==> config.mk <==
export PLATFORM = sky130hd
export DESIGN_NAME = ostmr_top
export DESIGN_NICKNAME = d
export VERILOG_FILES = /design/src/rtl/ostmr_pkg.sv /design/src/rtl/ostmr_prescale.sv /design/src/rtl/ostmr_stamp.sv /design/src/rtl/ostmr_gtimer.sv /design/src/rtl/ostmr_top.sv
export SDC_FILE = /design/constraint.sdc
export NUM_CORES = 1
export LEC_CHECK = 0
export BUFFER_PORTS_ARGS = -buffer_cell sky130_fd_sc_hd__buf_2
export CORE_ASPECT_RATIO = 1.4
export CORE_UTILIZATION = 64
export DETAILED_ROUTE_END_ITERATION = 10
export MAX_ROUTING_LAYER = met4
export PLACE_DENSITY = 0.95
export SKIP_LAST_GASP = 1
export SYNTH_ARGS = -nofsm -noshare
export SYNTH_HDL_FRONTEND = slang
export SYNTH_HIERARCHICAL = 1
export SYNTH_SLANG_ARGS = --single-unit
==> constraint.sdc <==
create_clock -name clk -period 5.79 [get_ports clk]
set_clock_uncertainty 0.1 [all_clocks]
set_input_delay 1.158 -clock clk [delete_from_list [all_inputs] [get_ports clk]]
set_output_delay 1.158 -clock clk [all_outputs]
set_load 0.05 [all_outputs]
==> src/rtl/ostmr_pkg.sv <==
package ostmr_pkg;

    // Register window, word indexed
    typedef enum logic [1:0] {
        REG_STAMP  = 2'd0,
        REG_CTL    = 2'd1,
        REG_COUNT  = 2'd2,
        REG_STATUS = 2'd3
    } ostmr_reg_e;

    // Option bits inside the control word
    localparam int OPT_EN      = 0;
    localparam int OPT_ONESHOT = 1;
    localparam int OPT_BITS    = 2;

    // Status register bit of the pending flag
    localparam int STAT_PEND   = 0;

endpackage

==> src/rtl/ostmr_prescale.sv <==
module ostmr_prescale #(
    parameter int TICK_DIV = 1
) (
    input  logic clk,
    input  logic rst_n,
    input  logic restart,
    output logic tick
);

    generate
        if (TICK_DIV <= 1) begin : g_direct
            logic unused_restart;
            assign unused_restart = restart;
            assign tick = 1'b1;
        end else begin : g_divided
            localparam int PW = $clog2(TICK_DIV);
            localparam logic [PW-1:0] LAST = PW'(TICK_DIV - 1);

            typedef struct packed {
                logic [PW-1:0] phase;
            } pre_t;

            pre_t st_d, st_q;

            assign tick = (st_q.phase == LAST);

            always_comb begin
                st_d = st_q;
                if (restart) begin
                    st_d.phase = '0;
                end else if (tick) begin
                    st_d.phase = '0;
                end else begin
                    st_d.phase = st_q.phase + 1'b1;
                end
            end

            always_ff @(posedge clk) begin
                if (!rst_n) begin
                    st_q <= '0;
                end else begin
                    st_q <= st_d;
                end
            end
        end
    endgenerate

endmodule

==> src/rtl/ostmr_stamp.sv <==
module ostmr_stamp #(
    parameter int DATA_W = 32
) (
    input  logic              clk,
    input  logic              rst_n,
    input  logic              tick,
    input  logic              load,
    input  logic [DATA_W-1:0] load_val,
    output logic [DATA_W-1:0] value
);

    typedef struct packed {
        logic [DATA_W-1:0] count;
    } stamp_t;

    stamp_t st_d, st_q;

    always_comb begin
        st_d = st_q;
        if (load) begin
            st_d.count = load_val;
        end else if (tick) begin
            st_d.count = st_q.count + 1'b1;
        end
    end

    always_ff @(posedge clk) begin
        if (!rst_n) begin
            st_q <= '0;
        end else begin
            st_q <= st_d;
        end
    end

    assign value = st_q.count;

endmodule

==> src/rtl/ostmr_gtimer.sv <==
module ostmr_gtimer
    import ostmr_pkg::*;
#(
    parameter int DATA_W = 32
) (
    input  logic              clk,
    input  logic              rst_n,
    input  logic              tick,
    input  logic              ctl_wr,
    input  logic              clr_req,
    input  logic [DATA_W-1:0] wdata,
    output logic [DATA_W-1:0] ctl_word,
    output logic [DATA_W-1:0] count,
    output logic              pending
);

    localparam logic [DATA_W-1:0] CNT_MASK = {DATA_W{1'b1}} << OPT_BITS;

    typedef struct packed {
        logic [DATA_W-1:0] ctl;
        logic [DATA_W-1:0] cnt;
        logic              pend;
    } tmr_t;

    tmr_t st_d, st_q;
    logic expire;

    always_comb begin
        st_d   = st_q;
        expire = 1'b0;
        if (ctl_wr) begin
            // new word replaces both the options and the running count
            st_d.ctl = wdata;
            st_d.cnt = wdata & CNT_MASK;
        end else if (tick && st_q.ctl[OPT_EN]) begin
            if (st_q.cnt == '0) begin
                expire = 1'b1;
                if (st_q.ctl[OPT_ONESHOT]) begin
                    st_d.ctl[OPT_EN] = 1'b0;
                end else begin
                    st_d.cnt = st_q.ctl & CNT_MASK;
                end
            end else begin
                st_d.cnt = st_q.cnt - 1'b1;
            end
        end
        // clear first so that a simultaneous expiry wins
        if (clr_req) begin
            st_d.pend = 1'b0;
        end
        if (expire) begin
            st_d.pend = 1'b1;
        end
    end

    always_ff @(posedge clk) begin
        if (!rst_n) begin
            st_q <= '0;
        end else begin
            st_q <= st_d;
        end
    end

    assign ctl_word = st_q.ctl;
    assign count    = st_q.cnt;
    assign pending  = st_q.pend;

endmodule

==> src/rtl/ostmr_top.sv <==
module ostmr_top
    import ostmr_pkg::*;
#(
    parameter int DATA_W   = 32,
    parameter int TICK_DIV = 1
) (
    input  logic              clk,
    input  logic              rst_n,
    input  logic              bus_sel,
    input  logic              bus_wr,
    input  logic [1:0]        bus_addr,
    input  logic [DATA_W-1:0] bus_wdata,
    output logic [DATA_W-1:0] bus_rdata,
    output logic              irq
);

    logic              wr_any;
    logic              stamp_wr;
    logic              ctl_wr;
    logic              clr_req;
    logic              tick;
    logic [DATA_W-1:0] stamp_val;
    logic [DATA_W-1:0] ctl_val;
    logic [DATA_W-1:0] cnt_val;
    logic              pend_val;

    assign wr_any   = bus_sel && bus_wr;
    assign stamp_wr = wr_any && (ostmr_reg_e'(bus_addr) == REG_STAMP);
    assign ctl_wr   = wr_any && (ostmr_reg_e'(bus_addr) == REG_CTL);
    assign clr_req  = wr_any && (ostmr_reg_e'(bus_addr) == REG_STATUS)
                      && bus_wdata[STAT_PEND];

    ostmr_prescale #(
        .TICK_DIV (TICK_DIV)
    ) u_pre (
        .clk     (clk),
        .rst_n   (rst_n),
        .restart (stamp_wr),
        .tick    (tick)
    );

    ostmr_stamp #(
        .DATA_W (DATA_W)
    ) u_stamp (
        .clk      (clk),
        .rst_n    (rst_n),
        .tick     (tick),
        .load     (stamp_wr),
        .load_val (bus_wdata),
        .value    (stamp_val)
    );

    ostmr_gtimer #(
        .DATA_W (DATA_W)
    ) u_tmr (
        .clk      (clk),
        .rst_n    (rst_n),
        .tick     (tick),
        .ctl_wr   (ctl_wr),
        .clr_req  (clr_req),
        .wdata    (bus_wdata),
        .ctl_word (ctl_val),
        .count    (cnt_val),
        .pending  (pend_val)
    );

    always_comb begin
        bus_rdata = '0;
        case (ostmr_reg_e'(bus_addr))
            REG_STAMP:  bus_rdata = stamp_val;
            REG_CTL:    bus_rdata = ctl_val;
            REG_COUNT:  bus_rdata = cnt_val;
            REG_STATUS: bus_rdata[STAT_PEND] = pend_val;
            default:    bus_rdata = '0;
        endcase
    end

    assign irq = pend_val;

endmodule

## Yosys cells after proc, flatten, opt, wreduce, memory -nomap -nowiden

Index checks and enable logic that the tools add are counted.

| storage, ports and cells | value |
|---|---|
| flip-flop bits (word level) | 97 |
| bits of input ports | 38 |
| output and inout port bits | 33 |

| operators by class | value |
|---|---|
| $add $sub $neg | 2 |
| equal/unequal tests | 5 |
| mux-type cells | 14 |
| bitwise operators | 1 |
| reduce and logical (&&, ||, !) cells | 12 |

Operators by type and width:

| cell | count |
|---|---|
| $mux W32 | 3 |
| $pmux W31 S3 | 1 |
| $mux W33 | 2 |
| $add A32 B1 Y32 const B | 1 |
| $logic_not A32 Y1 | 1 |
| $sub A32 B1 Y32 const B | 1 |
| $mux W1 | 7 |
| $logic_and A1 B1 Y1 | 5 |
| $eq A2 B2 Y1 const B | 2 |
| $pmux W1 S4 | 1 |
| $reduce_and A2 Y1 | 2 |
| $reduce_bool A2 Y1 | 2 |
| $ne A3 B3 Y1 const B | 1 |
| $eq A2 B1 Y1 const B | 1 |
| $logic_not A2 Y1 | 1 |
| $ne A2 B2 Y1 const B | 1 |
| $reduce_or A2 Y1 | 1 |
| $not A1 Y1 | 1 |

## Logic depth before layout (Yosys ltp)

Gate-level depths: netlist (run 1).

| depth | value |
|---|---|
| depth in word-level cells | 5 |
| mapped depth | 12 |

## Modules after synthesis

Netlist (run 1), hierarchy kept.

Modules (own cells, without submodules):

| module | instances | cells an instance | area each (um^2) |
|---|---|---|---|
| ostmr_gtimer | 1 | 437 | 3664.8 |
| ostmr_stamp | 1 | 236 | 1860.5 |
| ostmr_top | 1 | 80 | 732.0 |
| ostmr_prescale | 1 | 2 | 11.3 |

## Worst setup path before layout (run 1)

Ideal clock, no wire load.

| timing | value |
|---|---|
| kind | in2out |
| from | input port bus_addr[0] |
| to | output port bus_rdata[5] |
| data arrival time | 2.334 ns |
| required time | 4.532 ns |
| setup slack | 2.198 ns |
| cell stages on the path | 4 |
| path buffers | 2 |
| cell sequence | buf_6 -> buf_8 -> mux2i_1 -> o2bb2ai_1 |

| between the ends | value |
|---|---|
| word-level cells in the longest chain between the ends | 2 |
| elaborated cells on any way between the ends | 4 |

RTL lines:

| element | line | text |
|---|---|---|
| from (decl) | ostmr_top.sv:11 | `input logic [1:0] bus_addr,` |
| $eq A2 B2 Y1 (tied with other cells) | ostmr_top.sv:69 | `case (ostmr_reg_e'(bus_addr))` |
| $pmux W31 S3 (*) | ostmr_top.sv:69 |  |
| to (decl) | ostmr_top.sv:13 | `output logic [DATA_W-1:0] bus_rdata,` |

Every way passes the cells marked *; elsewhere a longest branch is shown, timed or not.

## Worst setup path after layout (run 1)

| timing | value |
|---|---|
| from | input port bus_addr[1] |
| to | output port bus_rdata[19] |

The elaborated chain is that of the path after synthesis.

==> results of run 1 <==
[worst max path at each step]
stage	to	cells after the start	slack (ns)	start
2_1_floorplan	bus_rdata[5]	4	2.20	bus_addr[0]
3_3_place_gp	bus_rdata[18]	4	1.59	bus_addr[1]
3_5_place_dp	bus_rdata[19]	4	1.55	bus_addr[1]
4_1_cts	bus_rdata[19]	4	1.54	bus_addr[1]
5_1_grt	bus_rdata[19]	4	1.44	bus_addr[1]
6_report	bus_rdata[19]	4	1.48	bus_addr[1]
[final cells by class]
type | count | area [sq um]
multi-input combinational | 587 | 4010
fill | 773 | 2646
sequential | 97 | 1942
timing repair buffer | 76 | 395.4
clock buffer | 12 | 256.5
tap | 132 | 165.2
clock inverter | 4 | 51.30
inverter | 12 | 45.04
[state kept, by name, indices dropped and copies added (netlist names)]
signal / count
u_tmr/ctl_word: 32
u_tmr/pending: 1
u_tmr/count: 32
u_stamp/value: 32
[worst register-to-register path: cells and delay by family (launching register included)]
family	cells	cell delay, ns
buf+inv	1	0.12
simple gates	5	2.27
fa+ha+maj	1	0.14
compound gates	1	0.20
flops	1	0.40
[cell usage in the layout, fill, tap and decap left out, types with 12 or more instances in the layout]
cell,n
dfxtp_1,97
buf_2,70
mux2i_1,57
nand2_1,46
nand3_1,46
nor2_1,32
o21ai_0,32
o2bb2ai_1,31
nor2b_1,28
a21oi_1,27
nor3_1,23
a31oi_1,23
nand4_1,17
xnor2_1,16
nor4_1,15
o211ai_1,15
or4_1,12
inv_1,12
[power breakdown]
part	internal [mW]	switching, mW	total (mW)	leakage, nW
registers	0.689	0.0391	0.728	0.787
logic	0.143	0.271	0.414	1.62
clock network	0.359	0.267	0.626	0.149
total	1.19	0.577	1.77	2.56
[cell usage after synthesis (all sizes together), types with 3 or more instances]
cell	count	area share, %
a211oi	7	0.84
a21boi	9	1.1
a21oi	28	2.3
a22o	10	1.4
a22oi	7	0.84
a311oi	5	0.70
a31oi	23	2.3
and2	3	0.30
and3	10	1.0
and4	5	0.70
buf	20	2.4
clkbuf	39	2.3
dfxtp	97	31
ha	3	0.60
inv	12	0.72
mux2i	57	9.1
nand2	46	2.8
nand2b	10	1.0
nand3	48	4.0
nand3b	5	0.60
nand4	19	2.1
nor2	32	1.9
nor2b	29	3.0
nor3	26	2.3
nor3b	7	0.84
nor4	20	2.6
nor4b	3	0.42
o211ai	16	2.0
o21ai	42	3.4
o2bb2ai	31	4.3
o311ai	3	0.42
o31ai	8	0.96
o41ai	5	0.70
or2	4	0.40
or3	10	1.0
or4	12	1.4
xnor2	16	2.2
xor2	9	1.3
[logic make-up (layout without fill, tap and decap cells)]
| logic type | after synthesis | count (layout) | synth area share, % |
|---|---|---|---|
| buf+inv | 71 | 104 | 5.409 |
| mux | 59 | 59 | 9.641 |
| other cells | 1 | 1 | 0.05982 |
| flops | 97 | 97 | 30.98 |
| fa+ha+maj | 3 | 3 | 0.5989 |
| xor+xnor | 25 | 25 | 3.493 |
| simple gates | 290 | 290 | 26.53 |
| compound gates | 209 | 209 | 23.29 |
[through the flow]
| stage | setup WS (ns) | instance area (sq um) |
|---|---|---|
| 5_1_grt | 1.438 | 6865 |
| 6_report | 1.478 | 6865 |
| 3_3_place_gp | 1.590 | 6558 |
| 3_5_place_dp | 1.551 | 6558 |
| 4_1_cts | 1.544 | 6865 |
| 2_1_floorplan | 2.198 | 6269 |
[metal layers]
metal	track usage, %	routed length, um
met1	50.07	7519
met3	6.999	2170
met4	35.31	1853
met2	68.35	10070
met5	-	0
==> results by group, run 1 <==
Status
  • Run status: finished clean

Floorplanning
  • Row count: 42
  • Io pins: 71
  • Initial Util: 65.90%
  • Chip width: 85.64 um
  • Die height: 119.1 um
  • Core Area: 0.009512 sq mm
  • Die Footprint: 0.01020 sq mm

Timing
  • Hold Fails Final Rpt: 0
  • Final Critical Period: 4.312 ns
  • Max Clk Rate: 0.2319 GHz
  • Fin Hold WS: 0.4188 ns
  • Tcrit/Tclk final: 74.47%
  • Worst Tran Pin Value: 1.053 ns
  • Rel. slew slack: 29.81%
  • Unrepaired setup endpoints after global routing: false
  • Total negative setup slack: 0 ns
  • Final Max Tran Viols: 0
  • Setup violations, final: 0

Route
  • Routed Wire Length: 21.61 mm
  • DR vias: 6663
  • Post-route ant nets: 0
  • DR pass1 iterations: 5
  • DR DRC count: 0
  • Vias per inst: 7.242
  • Drt wl/cell: 23.49 um
  • Drt initial violations: 970

Yosys
  • Mapped Cells: 755
  • Distinct cell type count after synthesis: 70
  • Syn nets: 796
  • Share of flip-flops with an asynchronous set or reset: 0%
  • Mapped Avg Cell Area: 8.303 sq um
  • Synth warn: 6
  • Commonest register cell after synthesis: dfxtp_1
  • Post-Syn Area: 0.006269 sq mm
  • Yosys reg bits: 97
  • Sequential area share after synthesis: 30.98%
  • Post-synth EDFFs: 0

Clocking
  • Clock Tree Buf Depth: 2
  • TritonCTS Sinks: 97
  • CTS tree: yes
  • H-tree levels: 3
  • Root Buffer: clkbuf_16
  • TritonCTS buffer count: 9
  • Post-CTS Setup Repair Bufs: 0
  • Worst-Skew Late Latency: 0.35 ns
  • Cts hold-fix bufs: 0
  • Reg clk slew, reported paths: 0.06 ns
  • # resized after CTS: 0

Worst setup path
  • Worst r2r dst: u_tmr/count[20]$_SDFFE_PN0P_
  • Worst-path cell chain: buf_2 > nor2b_4 > o2bb2ai_1 > buf_2
  • R2R Setup Slk: 2.50 ns
  • Startpoint Class: input port
  • CP Capture Type: output port
  • Required time of the critical path: 4.53 ns
  • Worst r2r path cells: 8
  • CP max stage cell: nor2b_4
  • Crit-path leading delay family: buffers and inverters
  • Critical Path AT: 3.05 ns
  • Setup CP Type: input port to output port
  • Slowest stage delay, CP: 0.76 ns
  • Most used cell along the critical path: buf_2
  • CP Max Fanout: 36
  • R2r startpoint: u_tmr/count[0]$_SDFFE_PP0P_
  • CP Buf/Inv Count: 2

Place
  • Dpl cells: 904
  • HPWL after DPL: 15.17 mm
  • Final GP Congestion: 0.9634
  • Port Buf Inserts: 70

Layout
  • Post-layout util: 72.18%
  • Ant diodes: 0
  • Final Non-Filler Cells: 920
  • Share of post-route cells with drive strength above 1: 14.21%
  • Nets: 824
  • Area grow syn2layout: 9.521%

Hold path
  • Worst min-delay path startpoint: u_tmr/ctl_word[11]$_SDFFE_PN0P_
  • Worst Hold End: u_tmr/ctl_word[11]$_SDFFE_PN0P_
  • Hold path depth: 2
  • Hold Crit Class: flip-flop to flip-flop

Global route
  • First-pass GRT wire length: 33.47 mm
  • Initial antenna violation count: 0
  • Vias in the first global route: 6269
  • Global route overflow: 0
  • Pin count of the biggest net entering global routing: 101
  • Tot GR Track Use: 44.12%

Power and ir drop
  • Tot Pwr: 1.768 mW
  • Max VDD drop: 0.0001814 V
  • P_leak: 2.557 nW
  • PwrDens: 257.5 mW/mm^2

Job
  • Max-Cap Viols: 0
No activity file was read; power rests on OpenSTA's default activity.
==> inputs of run 2 (changes only) <==
--- a/config.mk
+++ b/config.mk
@@ -7,10 +7,10 @@
 export LEC_CHECK = 0
 export BUFFER_PORTS_ARGS = -buffer_cell sky130_fd_sc_hd__buf_2
 export CORE_ASPECT_RATIO = 1.4
-export CORE_UTILIZATION = 64
+export CORE_UTILIZATION = 54
 export DETAILED_ROUTE_END_ITERATION = 10
 export MAX_ROUTING_LAYER = met4
-export PLACE_DENSITY = 0.95
+export PLACE_DENSITY = 0.86
 export SKIP_LAST_GASP = 1
 export SYNTH_ARGS = -nofsm -noshare
 export SYNTH_HDL_FRONTEND = slang
==> constraint.sdc (replaced) <==
create_clock -name clk -period 3.7 [get_ports clk]
set_clock_uncertainty 0.1 [all_clocks]
set_input_delay 0.74 -clock clk [delete_from_list [all_inputs] [get_ports clk]]
set_output_delay 0.74 -clock clk [all_outputs]
set_load 0.05 [all_outputs]
==> run 2 against run 1 <==
Combinational power up 60%. Wire length fell by 3.8%. Cell area increased by 1.6%. Utilization shrank 11 points. Sequential cell count unchanged. Hold slack got worse by 0.015 ns. Final cell count increased by 2.5%. Via count fell by 1.2%. Global-route usage fell by 8.3 points. Largest cell class unchanged. Critical path type unchanged. Clock power increased by 61%. Power rose by 59%. Critical path depth rose by 1.
==> results by group, run 2 (same netlist as run 1, synthesis figures left out) <==
Clocking
  • Reg clk slew, reported paths: 0.07 ns (about the same)
  • Cts hold-fix bufs: 0 (unchanged)
  • Post-CTS Setup Repair Bufs: 0 (unchanged)
  • CTS tree: yes
  • Clock Tree Buf Depth: 2 (unchanged)
  • H-tree levels: 3 (unchanged)
  • # resized after CTS: 0 (unchanged)
  • Worst-Skew Late Latency: 0.37 ns (+0.02 ns)
  • TritonCTS buffer count: 9 (unchanged)
  • Root Buffer: clkbuf_16
  • TritonCTS Sinks: 97 (unchanged)

Layout
  • Layout fillers: 966 (+25%)
  • Share of post-route cells with drive strength above 1: 15.52% (+1.3 points)
  • Area grow syn2layout: 11.28%
  • Nets: 835 (+1.3%)
  • Ant diodes: 0 (unchanged)
  • Post-route cell area: 0.006975 sq mm (+1.6%)
  • Leading cell type in the layout, fill and taps excluded: dfxtp_1
  • Multi-input gate area: 0.004010 sq mm (unchanged)
  • Sequential Area: 0.001942 sq mm (unchanged)
  • Most frequent cells in the layout: dfxtp_1 (97), buf_2 (70), mux2i_1 (57), nand2_1 (46), nand3_1 (46)

Route
  • Post-route ant nets: 0 (unchanged)
  • Routed Wire Length: 20.79 mm (-3.8%)
  • Drt initial violations: 796 (-18%)
  • DR pass1 iterations: 6 (+1)
  • DR DRC count: 0 (unchanged)
  • Vias per inst: 6.983 (-3.6%)
  • DR vias: 6585 (-1.2%)
  • Drt wl/cell: 22.05 um (-6.1%)

Timing
  • Final Critical Period: 3.126 ns
  • Worst Tran Pin Value: 0.7561 ns (-0.2967 ns)
  • Final Max Tran Viols: 0 (unchanged)
  • Unrepaired setup endpoints after global routing: false
  • Total negative setup slack: 0 ns (unchanged)
  • Hold Fails Final Rpt: 0 (unchanged)
  • Setup violations, final: 0 (unchanged)
  • Rel. slew slack: 49.41% (+20 points)
  • Tcrit/Tclk final: 84.48%
  • Max Clk Rate: 0.3199 GHz
  • Final worst slack: 0.5743 ns (-0.9039 ns)

Global route
  • Global route overflow: 0 (unchanged)
  • Tot GR Track Use: 35.83% (-8.3 points)
  • First-pass GRT wire length: 32.20 mm (-3.8%)
  • Pin count of the biggest net entering global routing: 86 (-15%)
  • Initial antenna violation count: 0 (unchanged)
  • Vias in the first global route: 6087 (-2.9%)

Place
  • Port Buf Inserts: 70 (unchanged)
  • Placed inst area: 0.006655 sq mm (+1.5%)
  • Worst slack at placement: 0.5888 ns (-0.9623 ns)
  • Final GP Congestion: 0.9707 (+0.76%)
  • HPWL after DPL: 14.65 mm (-3.4%)

Power and ir drop
  • PwrDens: 402.8 mW/mm^2 (+56%)
  • P_leak: 2.617 nW (+2.3%)
  • Max VDD drop: 0.0003066 V (+69%)
  • Tot Pwr: 2.809 mW (+59%)

Worst setup path
  • Setup CP Type: input port to output port
  • Critical Path AT: 2.29 ns (-0.76 ns)
  • R2r startpoint: u_tmr/count[0]$_SDFFE_PP0P_
  • CP Max Fanout: 20 (-44%)
  • Startpoint Class: input port
  • Critical Path Source: bus_addr[0]
  • Required time of the critical path: 2.86 ns (-1.67 ns)
  • CP Capture Type: output port

Floorplanning
  • Die height: 129.5 um (+8.7%)
  • Initial Util: 55.29% (-11 points)
  • Row count: 46 (+9.5%)
  • Core Area: 0.01134 sq mm (+19%)
  • Die Footprint: 0.01205 sq mm (+18%)
  • Chip width: 93.06 um (+8.7%)
  • Io pins: 71 (unchanged)

Hold path
  • Worst min-delay path startpoint: u_tmr/ctl_word[11]$_SDFFE_PN0P_
  • Hold Crit Class: flip-flop to flip-flop

Status
  • Run status: finished clean

Job
  • Max-Cap Viols: 0 (unchanged)
run 2: layer usage:
metal	part of all wire, %	global-route usage [%]
met1	37	41.27
met3	10	5.223
met2	47	58.04
met5	0	-
met4	6.4	22.99
run 2: report_power, final:
part	leakage (nW)	switching, mW	internal [mW]	total, mW
combinational	1.67	0.423	0.239	0.663
clock	0.157	0.464	0.545	1.01
sequential	0.787	0.0604	1.08	1.14
total	2.62	0.948	1.86	2.81
run 2: final timing paths:
path | end | slack [ns] | cells after the start
worst max-delay path | bus_rdata[16] | 0.57 | 5
worst min-delay path | u_tmr/ctl_word[11]$_SDFFE_PN0P_ | 0.40 | 2
worst max register to register | u_tmr/count[16]$_SDFFE_PN0P_ | 0.79 | 8
worst min register to register | u_tmr/ctl_word[11]$_SDFFE_PN0P_ | 0.40 | 2
run 2: cell type report:
cell class | count | area share [%]
Multi-Input combinational cell | 587 | 57.49
Sequential cell | 97 | 27.84
Timing Repair Buffer | 87 | 6.852
Clock buffer | 9 | 3.229
Tap cell | 144 | 2.583
Clock inverter | 7 | 1.363
Inverter | 12 | 0.6457
run 2: metrics by stage:
| stage | hold slack [ns] | std cells | utilization, % |
|---|---|---|---|
| after floorplan | 0.3651 | 755 | - |
| after global placement | 0.3952 | 927 | 58.70 |
| after detailed placement | 0.3916 | 927 | 58.70 |
| after CTS | 0.4039 | 943 | 61.52 |
| after global routing | 0.4312 | 943 | 61.52 |
| final | 0.4037 | 943 | 61.52 |
run 2: worst max-delay path: stages:
cell and delay [ns]:
buf_2 0.29, nor2b_4 0.45, buf_4 0.32, o2bb2ai_1 0.18
buf_2 0.31
